--- src/rtl/fraclut_pkg.sv ---
package fraclut_pkg;

  localparam int MAX_IN = 16;

  typedef enum logic [1:0] {
    TAG_PASS = 2'd0,
    TAG_LOW  = 2'd1,
    TAG_HIGH = 2'd2
  } inTag_e;

  typedef struct packed {
    logic shift;
  } cfgStrobe_t;

  function automatic logic isGated(input logic [1:0] tag);
    return (tag == TAG_LOW) || (tag == TAG_HIGH);
  endfunction

  function automatic int countGated(input logic [2*MAX_IN-1:0] tags, input int k);
    int n;
    n = 0;
    for (int i = 0; i < k; i++) begin
      if (isGated(tags[2*i +: 2])) n++;
    end
    return n;
  endfunction

  function automatic int modeSlot(input logic [2*MAX_IN-1:0] tags, input int idx);
    int n;
    n = 0;
    for (int i = 0; i < idx; i++) begin
      if (isGated(tags[2*i +: 2])) n++;
    end
    return n;
  endfunction

endpackage

--- src/rtl/fraclut_cfg_ctrl.sv ---
module fraclut_cfg_ctrl
  import fraclut_pkg::*;
(
  input  logic       cfgEn,
  output cfgStrobe_t strobe
);
  always_comb begin
    strobe.shift = cfgEn;
  end
endmodule

--- src/rtl/fraclut_cfg_chain.sv ---
module fraclut_cfg_chain
  import fraclut_pkg::*;
#(
  parameter int CFG_W = 18
) (
  input  logic             clk,
  input  logic             rstN,
  input  cfgStrobe_t       strobe,
  input  logic             cfgIn,
  output logic [CFG_W-1:0] cfgWord,
  output logic             cfgOut
);
  always_ff @(posedge clk or negedge rstN) begin
    if (!rstN) begin
      cfgWord <= '0;
    end else if (strobe.shift) begin
      cfgWord <= {cfgIn, cfgWord[CFG_W-1:1]};
    end
  end

  assign cfgOut = cfgWord[0];
endmodule

--- src/rtl/fraclut_in_gate.sv ---
module fraclut_in_gate
  import fraclut_pkg::*;
#(
  parameter int                   K          = 4,
  parameter int                   MODE_SLOTS = 2,
  parameter logic [2*MAX_IN-1:0]  TAGS_EXT   = '0
) (
  input  logic [K-1:0]          lutIn,
  input  logic [MODE_SLOTS-1:0] modeBits,
  output logic [K-1:0]          selOut
);
  for (genvar i = 0; i < K; i++) begin : g_in
    localparam logic [1:0] TAG  = TAGS_EXT[2*i +: 2];
    localparam int         SLOT = modeSlot(TAGS_EXT, i);
    if (TAG == TAG_LOW) begin : g_and
      assign selOut[i] = lutIn[i] & modeBits[SLOT];
    end else if (TAG == TAG_HIGH) begin : g_or
      assign selOut[i] = lutIn[i] | modeBits[SLOT];
    end else begin : g_pass
      assign selOut[i] = lutIn[i];
    end
  end
endmodule

--- src/rtl/fraclut_mux_tree.sv ---
module fraclut_mux_tree #(
  parameter int K = 4
) (
  input  logic [(1<<K)-1:0] leaves,
  input  logic [K-1:0]      sel,
  output logic              fullOut,
  output logic              halfOut
);
  localparam int NODES = (1 << (K+1)) - 1;

  logic [NODES-1:0] node;

  assign node[(1<<K)-1:0] = leaves;

  for (genvar l = 0; l < K; l++) begin : g_lvl
    localparam int SRC = (1 << (K+1)) - (1 << (K-l+1));
    localparam int DST = (1 << (K+1)) - (1 << (K-l));
    for (genvar j = 0; j < (1 << (K-l-1)); j++) begin : g_node
      assign node[DST+j] = sel[l] ? node[SRC+2*j+1] : node[SRC+2*j];
    end
  end

  assign fullOut = node[NODES-1];
  assign halfOut = node[(1 << (K+1)) - 4];
endmodule

--- src/rtl/fraclut_top.sv ---
module fraclut_top
  import fraclut_pkg::*;
#(
  parameter int           K      = 4,
  parameter bit           FRAC   = 1'b1,
  parameter int           MODE_W = 2,
  parameter logic [2*K-1:0] IN_TAG = {2'd1, 2'd2, 2'd0, 2'd0}
) (
  input  logic         clk,
  input  logic         rstN,
  input  logic         cfgEn,
  input  logic         cfgIn,
  output logic         cfgOut,
  input  logic [K-1:0] lutIn,
  output logic         outFull,
  output logic         outHalf
);
  localparam int                  TABLE_N    = 1 << K;
  localparam int                  CFG_W      = TABLE_N + MODE_W;
  localparam int                  MODE_SLOTS = (MODE_W > 0) ? MODE_W : 1;
  localparam logic [2*MAX_IN-1:0] TAGS_EXT   = (2*MAX_IN)'(IN_TAG);
  localparam int                  N_GATED    = countGated(TAGS_EXT, K);

  if (K < 2 || K > MAX_IN) begin : g_bad_k
    $error("fraclut_top: K out of range");
  end
  if (MODE_W != N_GATED) begin : g_bad_mode
    $error("fraclut_top: mode bit count differs from gated input count");
  end
  if (!FRAC && (MODE_W != 0)) begin : g_bad_frac
    $error("fraclut_top: a plain table takes no mode bits");
  end

  cfgStrobe_t              strobe;
  logic [CFG_W-1:0]        cfgWord;
  logic [MODE_SLOTS-1:0]   modeBits;
  logic [K-1:0]            selBus;
  logic                    halfRaw;

  fraclut_cfg_ctrl u_ctrl (
    .cfgEn  (cfgEn),
    .strobe (strobe)
  );

  fraclut_cfg_chain #(.CFG_W(CFG_W)) u_chain (
    .clk     (clk),
    .rstN    (rstN),
    .strobe  (strobe),
    .cfgIn   (cfgIn),
    .cfgWord (cfgWord),
    .cfgOut  (cfgOut)
  );

  if (MODE_W > 0) begin : g_mode
    assign modeBits = cfgWord[CFG_W-1:TABLE_N];
  end else begin : g_nomode
    assign modeBits = '0;
  end

  fraclut_in_gate #(
    .K          (K),
    .MODE_SLOTS (MODE_SLOTS),
    .TAGS_EXT   (TAGS_EXT)
  ) u_gate (
    .lutIn    (lutIn),
    .modeBits (modeBits),
    .selOut   (selBus)
  );

  fraclut_mux_tree #(.K(K)) u_tree (
    .leaves  (cfgWord[TABLE_N-1:0]),
    .sel     (selBus),
    .fullOut (outFull),
    .halfOut (halfRaw)
  );

  if (FRAC) begin : g_split
    assign outHalf = halfRaw;
  end else begin : g_single
    assign outHalf = 1'b0;
  end
endmodule

--- config.mk ---
export PLATFORM = sky130hd
export DESIGN_NAME = fraclut_top
export DESIGN_NICKNAME = d
export VERILOG_FILES = /design/src/rtl/fraclut_pkg.sv /design/src/rtl/fraclut_cfg_ctrl.sv /design/src/rtl/fraclut_cfg_chain.sv /design/src/rtl/fraclut_in_gate.sv /design/src/rtl/fraclut_mux_tree.sv /design/src/rtl/fraclut_top.sv
export SDC_FILE = /design/constraint.sdc
export NUM_CORES = 1
export LEC_CHECK = 0
export CAP_MARGIN = 20
export CELL_PAD_IN_SITES_DETAIL_PLACEMENT = 1
export CELL_PAD_IN_SITES_GLOBAL_PLACEMENT = 2
export CORE_MARGIN = 2
export CORE_UTILIZATION = 42
export CTS_CLUSTER_DIAMETER = 40
export DETAILED_ROUTE_END_ITERATION = 10
export PLACE_DENSITY = 0.86
export SYNTH_ARGS = -nofsm -noshare
export SYNTH_HDL_FRONTEND = slang
export SYNTH_HIERARCHICAL = 1
export SYNTH_SLANG_ARGS = --single-unit
export TNS_END_PERCENT = 10
--- constraint.sdc ---
create_clock -name clk -period 5 [get_ports clk]
set_clock_uncertainty 0.2 [all_clocks]
set_input_delay 1 -clock clk [delete_from_list [all_inputs] [get_ports clk]]
set_output_delay 1 -clock clk [all_outputs]
set_load 0.01 [all_outputs]
==> results.ini, run 1 <==
[global_route]
grt_overflow = 0
grt_pass1_wl_um = 2359
antenna_found_initial = 0
grt_usage_pct = 13.02
grt_pass1_vias = 486
grt_max_degree = 19

[cts]
worstSkewPairLatency_ns = 0.30
ctsHoldBuffers = 0
numClockSinks = 18
htreeDepth = 1
clk_transition_reported_paths_ns = 0.10
cts_resized = 0
post_cts_buffers = 0
tritoncts = yes
cts_made_buffers = 3
cts_root_buf = clkbuf_4
clockBufferDepth = 2

[worst_hold_path]
hp-class = reg -> reg
holdPathStages = 1
hp-start = u_chain/cfgWord[1]$_DFFE_PN0P_
hold_path_end = u_chain/cfgWord[1]$_DFFE_PN0P_

[cells_and_area]
layout.nets = 68
final_cells = 86
largestRegisters = u_chain/cfgWord x18
top_register = u_chain/cfgWord
syn2layout_area_growth_pct = 12.15
final_cell_mix = dfrtp_1, mux2_2, clkdlybuf4s50_1, mux2_4, clkbuf_4
design_area_um2 = 1005
largest_reg_flops = 18
final_common_cell = dfrtp_1
final_layout_size_suffix_gt1_share_pct = 45.76
diodes = 0

[run_status]
outcome = complete, no violations

[placed_design]
numPortBuffers = 10
post_dp_cell_area_um2 = 968.4
dpl.cell_count = 82
place_congestion = 0.6924
post-dp-hpwl_um = 996

[yosys]
synth_top_area_share_pct = 50.28
syn_area_um2 = 895.9
yosys_warnings = 6
syn-num-nets = 59
synth_cell_types = 10
ys_seq_area_share_pct = 50.28
synthCells = 51
synth.area.top_cells = dfrtp_1, mux2_4, mux2_2
syn_avg_cell_area_um2 = 17.57
synth-seq-cells = 18
yosysTopAreaCell = dfrtp_1

[floorplan]
die_h_um = 50.19
start_util_pct = 45.20
boundaryPins = 11
core-area_um2 = 1982
die-area_um2 = 2519
rows = 16
die_w_um = 50.19

[worst_setup_path]
cpPeakStageDelay_ns = 0.56
cp-end-kind = output port
crit_chain = clkdlybuf4s50_1 > mux4_1 > mux2_2 > mux2_2 > clkdlybuf4s50_1
critPathKind = in -> out
cp-start-kind = primary input
timing.critical_path.buf_inv = 2
reg2reg_depth = 1
slowest_stage = mux4_1
reg2reg_slack_ns = 4.00
cp.arrival_ns = 3.14
r2r_start = u_chain/cfgWord[10]$_DFFE_PN0P_
cp.required_ns = 3.80
worstPathMaxFanout = 3
r2r_end = u_chain/cfgWord[10]$_DFFE_PN0P_
crit_family = multiplexers

[pwr]
power_density_nw_per_um2 = 501.6
ir_worst_vdd_mv = 0.2256
power_uw = 504.0
leakage_nw = 0.4453

[routing]
drt-total-wl_um = 1355
vias = 441
ant_nets = 0
wl_per_cell_um = 15.76
drt_iter0_markers = 0
drc = 0
vias_per_cell = 5.128
drt_pass1_iterations = 1

[sta]
timing.final.crit_share_pct = 86.73
slew_viol_final = 0
hold_violations = 0
setup_violations = 0
worst_slew_pin_slew_ns = 0.9543
fin_crit_ns = 4.337
rsz0062_at_grt = false
holdWs_ns = 0.3351
tns_ns = 0
max_freq_mhz = 230.6
slew-limit-headroom_pct = 36.18

[flow_run]
maxCapViolCount = 0

-- stage by stage --
stage                     setup slack, ns  utilization, %
after global routing               0.5909           50.69
after CTS                          0.6516           50.69
final                              0.6634           50.69
after detailed placement           0.6645           48.86
after floorplan                     1.581               -
after global placement             0.6616           48.86
-- cell type report --
| cell class | count | area, µm² |
|---|---|---|
| fill | 189 | 977.2 |
| sequential | 18 | 450.4 |
| multi-input combinational | 27 | 384.1 |
| timing repair buffer | 10 | 100.1 |
| clock buffer | 4 | 36.28 |
| tap | 27 | 33.78 |
-- synth_stat cells --
cell	count
or2_1	1
buf_4	4
buf_12	1
mux2_2	11
mux4_2	2
mux2_4	10
mux4_1	2
buf_6	1
dfrtp_1	18
and2_1	1
-- layer usage --
metal,GRT usage (%),part of all wire (%)
met1,16.90,48
met2,19.52,47
met3,2.976,3.6
met4,8.333,1.4
met5,0,0
-- power breakdown --
part | switching [mW] | leakage [nW] | total (mW) | internal [mW]
logic | 0.0436 | 0.209 | 0.165 | 0.122
clock network | 0.0476 | 0.0210 | 0.0920 | 0.0444
registers | 0.0438 | 0.216 | 0.247 | 0.203
total | 0.135 | 0.445 | 0.504 | 0.369
-- worst max-delay path by stage --
stage	startpoint	slack, ns	depth (start not counted)	endpoint
floorplan	lutIn[0]	1.58	4	outFull
global placement	lutIn[0]	0.66	5	outFull
detailed placement	lutIn[0]	0.66	5	outFull
CTS	lutIn[0]	0.65	5	outFull
global route	lutIn[0]	0.59	5	outFull
finish	lutIn[0]	0.66	5	outFull
-- cells by family after synthesis --
kind of cell | synth area share [%]
muxes | 41.48
DFF | 50.28
buffers and inverters | 6.844
and+or+nand+nor | 1.398
Note: power is estimated with default switching activity, not from simulation.
==> run 2, diff against run 1 <==
--- a/config.mk
+++ b/config.mk
@@ -9,10 +9,11 @@
 export CELL_PAD_IN_SITES_DETAIL_PLACEMENT = 1
 export CELL_PAD_IN_SITES_GLOBAL_PLACEMENT = 2
 export CORE_MARGIN = 2
-export CORE_UTILIZATION = 42
+export CORE_UTILIZATION = 44
 export CTS_CLUSTER_DIAMETER = 40
 export DETAILED_ROUTE_END_ITERATION = 10
-export PLACE_DENSITY = 0.86
+export DONT_BUFFER_PORTS = 1
+export PLACE_DENSITY = 0.8
 export SYNTH_ARGS = -nofsm -noshare
 export SYNTH_HDL_FRONTEND = slang
 export SYNTH_HIERARCHICAL = 1
==> constraint.sdc (replaced) <==
create_clock -name clk -period 4.5 [get_ports clk]
set_clock_uncertainty 0.2 [all_clocks]
set_input_delay 0.9 -clock clk [delete_from_list [all_inputs] [get_ports clk]]
set_output_delay 0.9 -clock clk [all_outputs]
set_load 0.01 [all_outputs]
==> results.ini, run 2 (synthesized netlist as in run 1, its figures left out) <==
[run_status]
outcome = complete, no violations

[floorplan]
die-area_um2 = 2413
rows = 16
core-area_um2 = 1942
boundaryPins = 11
die_h_um = 49.12
start_util_pct = 46.13
die_w_um = 49.12

[worst_setup_path]
cp-end-kind = output port
r2r_end = u_chain/cfgWord[0]$_DFFE_PN0P_
reg2reg_depth = 1
r2r_start = u_chain/cfgWord[0]$_DFFE_PN0P_
critPathKind = in -> out
cp-start-kind = primary input
reg2reg_slack_ns = 3.48
cp.arrival_ns = 2.07
cp.required_ns = 3.40
worstPathMaxFanout = 3

[routing]
drt_iter0_markers = 3
drc = 0
drt-total-wl_um = 1422
vias_per_cell = 5.539
vias = 421
wl_per_cell_um = 18.71
ant_nets = 0
drt_pass1_iterations = 2

[pwr]
power.share.clock_pct = 19.3
swShare_pct = 27.50
ir_worst_vdd_mv = 0.2879
leakage_nw = 0.4064
power_frac_seq_pct = 53.5
switchingPower_uw = 144.4
comb_power_share_pct = 27.2
power_density_nw_per_um2 = 580.2
intPower_uw = 380.5
power_uw = 524.9

[cells_and_area]
final_common_cell = dfrtp_1
top_register = u_chain/cfgWord
final_layout_size_suffix_gt1_share_pct = 55.10
largest_reg_flops = 18
layout.nets = 58
final_cell_mix = dfrtp_1, mux2_2, mux2_4
diodes = 0
syn2layout_area_growth_pct = 0.9777
largestRegisters = u_chain/cfgWord x18

[cts]
tritoncts = yes
clk_transition_reported_paths_ns = 0.11
clockBufferDepth = 2
cts_resized = 0
post_cts_buffers = 0
worstSkewPairLatency_ns = 0.30
numClockSinks = 18
htreeDepth = 1
cts_root_buf = clkbuf_4
ctsHoldBuffers = 0
cts_made_buffers = 3

[sta]
holdWs_ns = 0.07115
rsz0062_at_grt = false
slew-limit-headroom_pct = 88.39
slew_viol_final = 0
hold_violations = 0
max_freq_mhz = 315.9
fin_crit_ns = 3.166
timing.final.crit_share_pct = 70.35
setup_violations = 0
worst_slew_pin_slew_ns = 0.1741
tns_ns = 0

[global_route]
grt_pass1_vias = 479
grt_usage_pct = 13.55
grt_pass1_wl_um = 2346
grt_overflow = 0
antenna_found_initial = 0
grt_max_degree = 19

[placed_design]
place_congestion = 0.7041
numPortBuffers = 0

[flow_run]
maxCapViolCount = 0

[worst_hold_path]
hp-class = in -> async

run 2: cell types whose count changed in the layout (fill, tap and decap cells not counted), sizes merged:
cell           before  now
clkdlybuf4s50      10    0
run 2: routing by layer:
layer / vias to the layer above / track usage (%) / part of all wire, %
met5: - / 0 / 0
met2: 11 / 20.72 / 45
met3: 3 / 4.908 / 3.9
met4: 0 / 7.143 / 2.0
li1: 179 / - / -
met1: 228 / 16.70 / 49
run 2: per-stage QoR:
stage	std cells	setup slack [ns]	cell area (µm²)	util (%)
2_1_floorplan	51	1.281	895.9	-
3_3_place_gp	72	1.357	868.3	44.72
6_report	76	1.334	904.6	46.59
5_1_grt	76	1.323	904.6	46.59
3_5_place_dp	72	1.336	868.3	44.72
4_1_cts	76	1.340	904.6	46.59
run 2: worst max path at each step:
stage                     startpoint      end  slack [ns]  cells after the start
final                       lutIn[0]  outFull        1.33                      3
after global routing        lutIn[0]  outFull        1.32                      3
after CTS                   lutIn[0]  outFull        1.34                      3
after detailed placement    lutIn[0]  outFull        1.34                      3
after global placement      lutIn[0]  outFull        1.36                      3
after floorplan             lutIn[0]  outFull        1.28                      4
run 2: worst max-delay path, cell delays in order:
cell,delay (ns)
mux4_1,0.52
mux2_2,0.33
mux2_2,0.31
run 2: layout make-up:
cell class	instances	area, µm²
Clock buffer	4	36.28
Sequential cell	18	450.4
Multi-Input combinational cell	27	384.1
Fill cell	195	1037
Tap cell	27	33.78
run 2: power by group through the flow:
stage	clock network [mW]	logic [mW]	registers, mW
floorplan	0	0.143	0.262
global placement	0	0.136	0.278
detailed placement	0	0.142	0.285
CTS	0.104	0.144	0.281
global route	0.113	0.151	0.291
finish	0.101	0.143	0.281
